File: config.mk
export PLATFORM = sky130hd
export DESIGN_NAME = mdio_master
export DESIGN_NICKNAME = d
export VERILOG_FILES = /design/src/rtl/mdio_pkg.sv /design/src/rtl/mdio_clkgen.sv /design/src/rtl/mdio_frame_seq.sv /design/src/rtl/mdio_rx_shift.sv /design/src/rtl/mdio_master.sv
export SDC_FILE = /design/constraint.sdc
export NUM_CORES = 1
export LEC_CHECK = 0
export ABC_CLOCK_PERIOD_IN_PS = 1900
export BUFFER_PORTS_ARGS = -buffer_cell sky130_fd_sc_hd__buf_2
export CORE_AREA = 2 2 82 84
export DETAILED_ROUTE_END_ITERATION = 8
export DIE_AREA = 0 0 84 86
export PLACE_DENSITY = 0.75
export SLEW_MARGIN = 15
export SYNTH_ARGS = -nofsm -noshare
export SYNTH_HDL_FRONTEND = slang
export SYNTH_SLANG_ARGS = --single-unit
File: constraint.sdc
create_clock -name clk -period 1.9 [get_ports clk]
set_clock_uncertainty 0.15 [all_clocks]
set_input_delay 0.19 -clock clk [delete_from_list [all_inputs] [get_ports clk]]
set_output_delay 0.19 -clock clk [all_outputs]
set_load 0.1 [all_outputs]
File: src/rtl/mdio_pkg.sv
package mdio_pkg;
   typedef enum logic [1:0] {
      SQ_IDLE = 2'd0,
      SQ_PRE  = 2'd1,
      SQ_BODY = 2'd2
   } seq_st_t;

   localparam logic [1:0] SOF_CODE  = 2'b01;
   localparam logic [1:0] OPC_READ  = 2'b10;
   localparam logic [1:0] OPC_WRITE = 2'b01;
   localparam logic [1:0] TA_WRITE  = 2'b10;
   localparam logic [1:0] TA_READ   = 2'b11;
   localparam int         TA_BITS   = 2;
   localparam int         FIXED_HDR = 4;   // start + opcode bits
endpackage

File: src/rtl/mdio_clkgen.sv
module mdio_clkgen #(
   parameter int DIV = 1
) (
   input  logic clk,
   input  logic rst_n,
   input  logic run,
   output logic mdc,
   output logic rise_evt,
   output logic fall_evt
);
   logic evt;

   generate
      if (DIV == 0) begin : g_nodiv
         assign evt = run;
      end else begin : g_div
         localparam int CW = $clog2(DIV + 1);
         logic [CW-1:0] cnt;
         always_ff @(posedge clk or negedge rst_n) begin
            if (!rst_n)                        cnt <= '0;
            else if (!run || cnt == CW'(DIV))  cnt <= '0;
            else                               cnt <= cnt + CW'(1);
         end
         assign evt = run && (cnt == CW'(DIV));
      end
   endgenerate

   always_ff @(posedge clk or negedge rst_n) begin
      if (!rst_n)    mdc <= 1'b0;
      else if (!run) mdc <= 1'b0;
      else if (evt)  mdc <= ~mdc;
   end

   assign rise_evt = evt & ~mdc;
   assign fall_evt = evt &  mdc;
endmodule

File: src/rtl/mdio_frame_seq.sv
module mdio_frame_seq
   import mdio_pkg::*;
#(
   parameter int PRE_LEN = 32,
   parameter int PHY_AW  = 5,
   parameter int REG_AW  = 5,
   parameter int DATA_W  = 16
) (
   input  logic              clk,
   input  logic              rst_n,
   input  logic              start,
   input  logic              rd_nwr,
   input  logic [PHY_AW-1:0] phy_addr,
   input  logic [REG_AW-1:0] reg_addr,
   input  logic [DATA_W-1:0] wr_data,
   input  logic              no_pre,
   input  logic              fall_evt,
   output logic              busy,
   output logic              done,
   output logic              mdio_o,
   output logic              mdio_oe,
   output logic              data_phase,
   output logic              rd_op
);
   localparam int HDR_LEN  = FIXED_HDR + PHY_AW + REG_AW;
   localparam int DATA_POS = HDR_LEN + TA_BITS;
   localparam int BODY_LEN = DATA_POS + DATA_W;
   localparam int MAX_LEN  = (PRE_LEN > BODY_LEN) ? PRE_LEN : BODY_LEN;
   localparam int CW       = $clog2(MAX_LEN + 1);

   seq_st_t             st;
   logic [CW-1:0]       cnt;
   logic [BODY_LEN-1:0] shreg;
   logic                is_rd;

   always_ff @(posedge clk or negedge rst_n) begin
      if (!rst_n) begin
         st    <= SQ_IDLE;
         cnt   <= '0;
         shreg <= '0;
         is_rd <= 1'b0;
         done  <= 1'b0;
      end else begin
         done <= 1'b0;
         case (st)
            SQ_IDLE: begin
               if (start) begin
                  st    <= no_pre ? SQ_BODY : SQ_PRE;
                  cnt   <= '0;
                  is_rd <= rd_nwr;
                  shreg <= {SOF_CODE, (rd_nwr ? OPC_READ : OPC_WRITE),
                            phy_addr, reg_addr,
                            (rd_nwr ? TA_READ : TA_WRITE),
                            (rd_nwr ? {DATA_W{1'b0}} : wr_data)};
               end
            end
            SQ_PRE: begin
               if (fall_evt) begin
                  if (cnt == CW'(PRE_LEN - 1)) begin
                     st  <= SQ_BODY;
                     cnt <= '0;
                  end else begin
                     cnt <= cnt + CW'(1);
                  end
               end
            end
            SQ_BODY: begin
               if (fall_evt) begin
                  if (cnt == CW'(BODY_LEN - 1)) begin
                     st   <= SQ_IDLE;
                     cnt  <= '0;
                     done <= 1'b1;
                  end else begin
                     cnt   <= cnt + CW'(1);
                     shreg <= {shreg[BODY_LEN-2:0], 1'b0};
                  end
               end
            end
            default: st <= SQ_IDLE;
         endcase
      end
   end

   assign busy       = (st != SQ_IDLE);
   assign mdio_o     = (st == SQ_PRE) | ((st == SQ_BODY) & shreg[BODY_LEN-1]);
   assign mdio_oe    = (st == SQ_PRE) |
                       ((st == SQ_BODY) & (!is_rd | (cnt < CW'(HDR_LEN))));
   assign data_phase = (st == SQ_BODY) & (cnt >= CW'(DATA_POS));
   assign rd_op      = is_rd;
endmodule

File: src/rtl/mdio_rx_shift.sv
module mdio_rx_shift #(
   parameter int DATA_W = 16
) (
   input  logic              clk,
   input  logic              rst_n,
   input  logic              rise_evt,
   input  logic              data_phase,
   input  logic              rd_op,
   input  logic              mdio_i,
   output logic [DATA_W-1:0] rd_data
);
   always_ff @(posedge clk or negedge rst_n) begin
      if (!rst_n)
         rd_data <= '0;
      else if (rise_evt && data_phase && rd_op)
         rd_data <= {rd_data[DATA_W-2:0], mdio_i};
   end
endmodule

File: src/rtl/mdio_master.sv
module mdio_master #(
   parameter int DIV     = 1,
   parameter int PRE_LEN = 32,
   parameter int PHY_AW  = 5,
   parameter int REG_AW  = 5,
   parameter int DATA_W  = 16
) (
   input  logic              clk,
   input  logic              rst_n,
   input  logic              start,
   input  logic              rd_nwr,
   input  logic [PHY_AW-1:0] phy_addr,
   input  logic [REG_AW-1:0] reg_addr,
   input  logic [DATA_W-1:0] wr_data,
   input  logic              no_pre,
   output logic [DATA_W-1:0] rd_data,
   output logic              busy,
   output logic              done,
   output logic              mdc,
   output logic              mdio_o,
   output logic              mdio_oe,
   input  logic              mdio_i
);
   initial begin
      assert (DIV >= 0)     else $error("DIV must not be negative");
      assert (PRE_LEN >= 1) else $error("PRE_LEN must be at least 1");
      assert (PHY_AW >= 1 && REG_AW >= 1) else $error("address widths must be positive");
      assert (DATA_W >= 2)  else $error("DATA_W must be at least 2");
   end

   logic rise_evt, fall_evt, data_phase, rd_op;

   mdio_clkgen #(.DIV(DIV)) u_clk (
      .clk      (clk),
      .rst_n    (rst_n),
      .run      (busy),
      .mdc      (mdc),
      .rise_evt (rise_evt),
      .fall_evt (fall_evt)
   );

   mdio_frame_seq #(
      .PRE_LEN (PRE_LEN),
      .PHY_AW  (PHY_AW),
      .REG_AW  (REG_AW),
      .DATA_W  (DATA_W)
   ) u_seq (
      .clk        (clk),
      .rst_n      (rst_n),
      .start      (start),
      .rd_nwr     (rd_nwr),
      .phy_addr   (phy_addr),
      .reg_addr   (reg_addr),
      .wr_data    (wr_data),
      .no_pre     (no_pre),
      .fall_evt   (fall_evt),
      .busy       (busy),
      .done       (done),
      .mdio_o     (mdio_o),
      .mdio_oe    (mdio_oe),
      .data_phase (data_phase),
      .rd_op      (rd_op)
   );

   mdio_rx_shift #(.DATA_W(DATA_W)) u_rx (
      .clk        (clk),
      .rst_n      (rst_n),
      .rise_evt   (rise_evt),
      .data_phase (data_phase),
      .rd_op      (rd_op),
      .mdio_i     (mdio_i),
      .rd_data    (rd_data)
   );
endmodule

==> metrics list <==
- The flow ran to the end, but the final reports show violations.
- The final reports fail on setup timing.
* Count of nets left with antenna violations after detail routing: 0
- Combined buffer and inverter count along the critical path: 3
- The number of nets in the synthesized netlist is 289.
* Final nets: 375
- In this run, distinct cell masters in the synthesized netlist total 38.
- Dividing total power by cell area gives a power density of 1670 nW/um^2.
* Final period utilization: 104%
* Most frequent cell after synthesis: sky130_fd_sc_hd__dfrtp_1
- Vias: 2264
* Fraction of post-synthesis cell area in the top cell type by area: 54.7%
- Switching pwr: 2480 uW
- The cell area that synthesis handed to floorplanning was between 2000 and 3000 um^2.
- STA puts the critical path data required time at 2010 ps.
- CTS placed an instance of sky130_fd_sc_hd__clkbuf_8 at the clock tree root.
- Part of the power in combinational logic: 48.7%
- Traced cell by cell, the critical path runs through buf_4 > ha_2 > and3b_1 > a221oi_4 > buf_6 > buf_12 > nor2_1 > a21oi_1.
* Clk pwr share: 18.9%
- Buffers placed on the I/O ports in this run total between 50 and 60.
- The worst setup path is of the flop to flop kind.
- Fraction of the yosys area taken by sequential cells: 54.7%
- The congestion estimate from routability-driven global placement came to 0.754.
- In this run the worst hold path is classified as primary input to flop.
- Final setup vio count: 41
* Share of post-route cells with drive strength above 1: 36.6%
* Number of placed I/O pins: 53
- Based on the critical path, the design can be clocked at up to 0.507 GHz.
* Final TNS setup: -1460 ps
- Shortest clock period the worst path allows after layout: 1970 ps
* Worst slew margin relative to its limit: about three fifths
- Cell with the biggest individual delay on the critical path: sky130_fd_sc_hd__dfrtp_1
- Maximum cell stage delay along the critical path: 390 ps
* Leakage Power: 0.00176 uW
- Max Fanout on Critical Path: 10
* Ys Warns: 0
- The detailed router finished its first iteration with between 100 and 150 violations.
* DP HPWL: 3.95 mm
- Synth Register Bits: 60
- Worst-skew pair later-pin latency: 340 ps
- # H-tree levels: 3
- VDD sags by at most 1.10 mV.
* Worst-path clk slew: 70 ps
- Flop pwr share: 32.4%
- The final hold violation count is 0.
- After detailed routing, the average wire length per cell comes to 15.3 um.
- For this run the aggregate overflow at the end of global routing stands at 0.
* Overall global routing resource usage: around 17%
* Number of antenna violations at the first check in global routing: 0
* Initial Utilization: 43.7%
- In this run the deepest clock path goes through 2 buffers.
- Wire length of the first global-routing pass: 9.87 mm
- The number of clock buffers added by TritonCTS is 9.
- Die width: 84 um
- Number of clock sinks seen by CTS: 60
* Number of pins with negative max-slew slack in the final report: 0
* Nature of the critical path startpoint: flop
- TritonCTS built the clock tree.
- Counting flops with an async set or reset pin after synthesis yields a share of 100%.
- DR vias/cell: around 5.4
- Placement Rows: 29
* Setup repair after global routing missed its margin: true
- Summed over all instances, the cell type with the most area after synthesis is sky130_fd_sc_hd__dfrtp_1.
* Top cells by count, synth: sky130_fd_sc_hd__dfrtp_1 (60), sky130_fd_sc_hd__nor2_1 (37), sky130_fd_sc_hd__a21oi_1 (35)
* Post-layout util: 59.1%
* Syn-to-layout area delta: 35.2%
- The cell family contributing the most delay on the critical path is compound AO/OA/AOI/OAI gates.
* Die Area: roughly 7200 um^2
* DRT Wirelength: 6.44 mm
- Slew at the pin closest to its max-slew limit: 610 ps
- Ranked by total cell area, the synthesized netlist is headed by sky130_fd_sc_hd__dfrtp_1 (55%), sky130_fd_sc_hd__mux2_2 (7.0%), sky130_fd_sc_hd__a21oi_1 (6.4%).
- The via count of the first global-routing pass came to 2138.
* Post-Syn Instances: ~250
- Across all setup checks in the final design, the least slack found is -73.4 ps.
* Count of flip-flops with a built-in enable after synthesis: 0
- Maximum number of pins on one net before global-route repair: 41
- The worst setup path is captured at a flop.
* Die height: 86 um
- Commonest register cell after synthesis: sky130_fd_sc_hd__dfrtp_1
* Switching portion of total power: 40.1%
- Power Internal: 3700 uW
- The number of antenna diodes in the final layout is 0.
* Remaining design rule violation count: 0
- Number of optimization iterations in the first detailed-route pass: 5
- Post-synthesis area per instance: 10.9 um^2
- Data arrival time of the critical path: 2080 ps
- The region available for standard cell placement spans 6280 um^2.
- Number of violations of the max-capacitance limit: 0
-- per-layer routing --
| layer | share of wire [%] | GRT usage (%) |
|---|---|---|
| met3 | 4.2 | 3.85 |
| met1 | 45 | 22.9 |
| met2 | 48 | 26.5 |
| met4 | 2.8 | 9.97 |
| met5 | 0 | 0 |
-- final cells by class --
class / count / area [um^2]
Fill cell: 504 / 2560
Clock inverter: 4 / 47.5
Timing Repair Buffer: 88 / 674
Sequential cell: 60 / 1510
Clock buffer: 12 / 155
Tap cell: 77 / 96.3
Multi-Input combinational cell: 170 / 1190
Inverter: 10 / 41.3
-- power groups by stage --
stage,combinational (uW),sequential (uW),clock (uW)
after global routing,3250,2050,1260
after detailed placement,2610,2000,0
after floorplan,1850,2030,0
after global placement,2530,1990,0
final,3010,2000,1170
after CTS,2670,1990,1190
-- state kept, by name, indices dropped and copies added, names as in the netlist --
register         flops
u_clk.g_div.cnt      1
u_clk.mdc            1
u_rx.rd_data        16
u_seq.cnt            6
u_seq.done           1
u_seq.rd_op          1
u_seq.shreg         32
u_seq.st             2
-- cells in the final DEF, fill, tap and decap left out, types with 3 or more instances in the layout --
| cell | count |
|---|---|
| sky130_fd_sc_hd__clkbuf_8 | 11 |
| sky130_fd_sc_hd__o22ai_1 | 3 |
| sky130_fd_sc_hd__nor2_1 | 35 |
| sky130_fd_sc_hd__buf_6 | 3 |
| sky130_fd_sc_hd__buf_4 | 20 |
| sky130_fd_sc_hd__nand3_1 | 5 |
| sky130_fd_sc_hd__nand2_1 | 7 |
| sky130_fd_sc_hd__a22oi_1 | 15 |
| sky130_fd_sc_hd__inv_1 | 7 |
| sky130_fd_sc_hd__nand3b_1 | 3 |
| sky130_fd_sc_hd__buf_2 | 49 |
| sky130_fd_sc_hd__clkbuf_16 | 3 |
| sky130_fd_sc_hd__a21oi_1 | 34 |
| sky130_fd_sc_hd__mux2i_1 | 11 |
| sky130_fd_sc_hd__o21ai_0 | 4 |
| sky130_fd_sc_hd__mux2_2 | 17 |
| sky130_fd_sc_hd__dlygate4sd3_1 | 9 |
| sky130_fd_sc_hd__buf_12 | 4 |
| sky130_fd_sc_hd__dfrtp_1 | 59 |
-- tightest hold or removal path, delay by kind of cell --
| family | cells | cell delay, ps |
|---|---|---|
| multiplexers | 1 | 50 |
| AO/OA/AOI/OAI | 1 | 140 |
| buffers and inverters | 1 | 80 |
-- kinds of logic after synthesis --
group	Yosys count	share of synthesized area (%)
buffers and inverters	23	4.06
muxes	29	11.4
DFF	60	54.7
adders and majority gates	4	1.82
xor gates and xnor gates	3	0.957
and+or+nand+nor	64	11.4
AOI/OAI and AO/OA	70	15.7
-- metrics by stage --
stage          cells  setup slack [ps]  cell area, um^2  hold slack [ps]  total power [uW]
3_5_place_dp     389             -69.5             3280             82.1              4620
5_1_grt          421              -153             3710             12.9              6560
4_1_cts          414             -39.4             3580            0.606              5840
6_report         421             -73.4             3710             8.04              6180
2_1_floorplan    253              -166             2780             -256              3880
3_3_place_gp     389             -11.1             3280             73.0              4520
-- timing repair --
| item | CTS | global route |
|---|---|---|
| resized for setup | 4 | 8 |
| cloned | 0 | 4 |
| buffers inserted | 0 | 3 |
| pin swaps | 2 | 1 |
| hold buffers | 9 | 0 |
| endpoints found under the setup margin | 50 | 53 |
| endpoints found under the hold margin | 31 | 0 |
-- worst paths after layout --
| check | slack (ps) | end | cells after the start | start |
|---|---|---|---|---|
| worst max register to register | -70 | u_seq.shreg[29]$_DFFE_PN0P_ | 8 | u_seq.st[1]$_DFFE_PN0P_ |
| max in group asynchronous | 730 | u_rx.rd_data[14]$_DFFE_PN0P_ | 3 | rst_n |
| worst min-delay path | 8 | u_seq.shreg[26]$_DFFE_PN0P_ | 3 | phy_addr[3] |
| worst max-delay path | -70 | u_seq.shreg[29]$_DFFE_PN0P_ | 8 | u_seq.st[1]$_DFFE_PN0P_ |
| min in group asynchronous | 250 | u_seq.shreg[9]$_DFFE_PN0P_ | 2 | rst_n |
| worst min register to register | 340 | u_seq.shreg[17]$_DFFE_PN0P_ | 1 | u_seq.shreg[17]$_DFFE_PN0P_ |
Note: power is estimated with default switching activity, not from simulation.
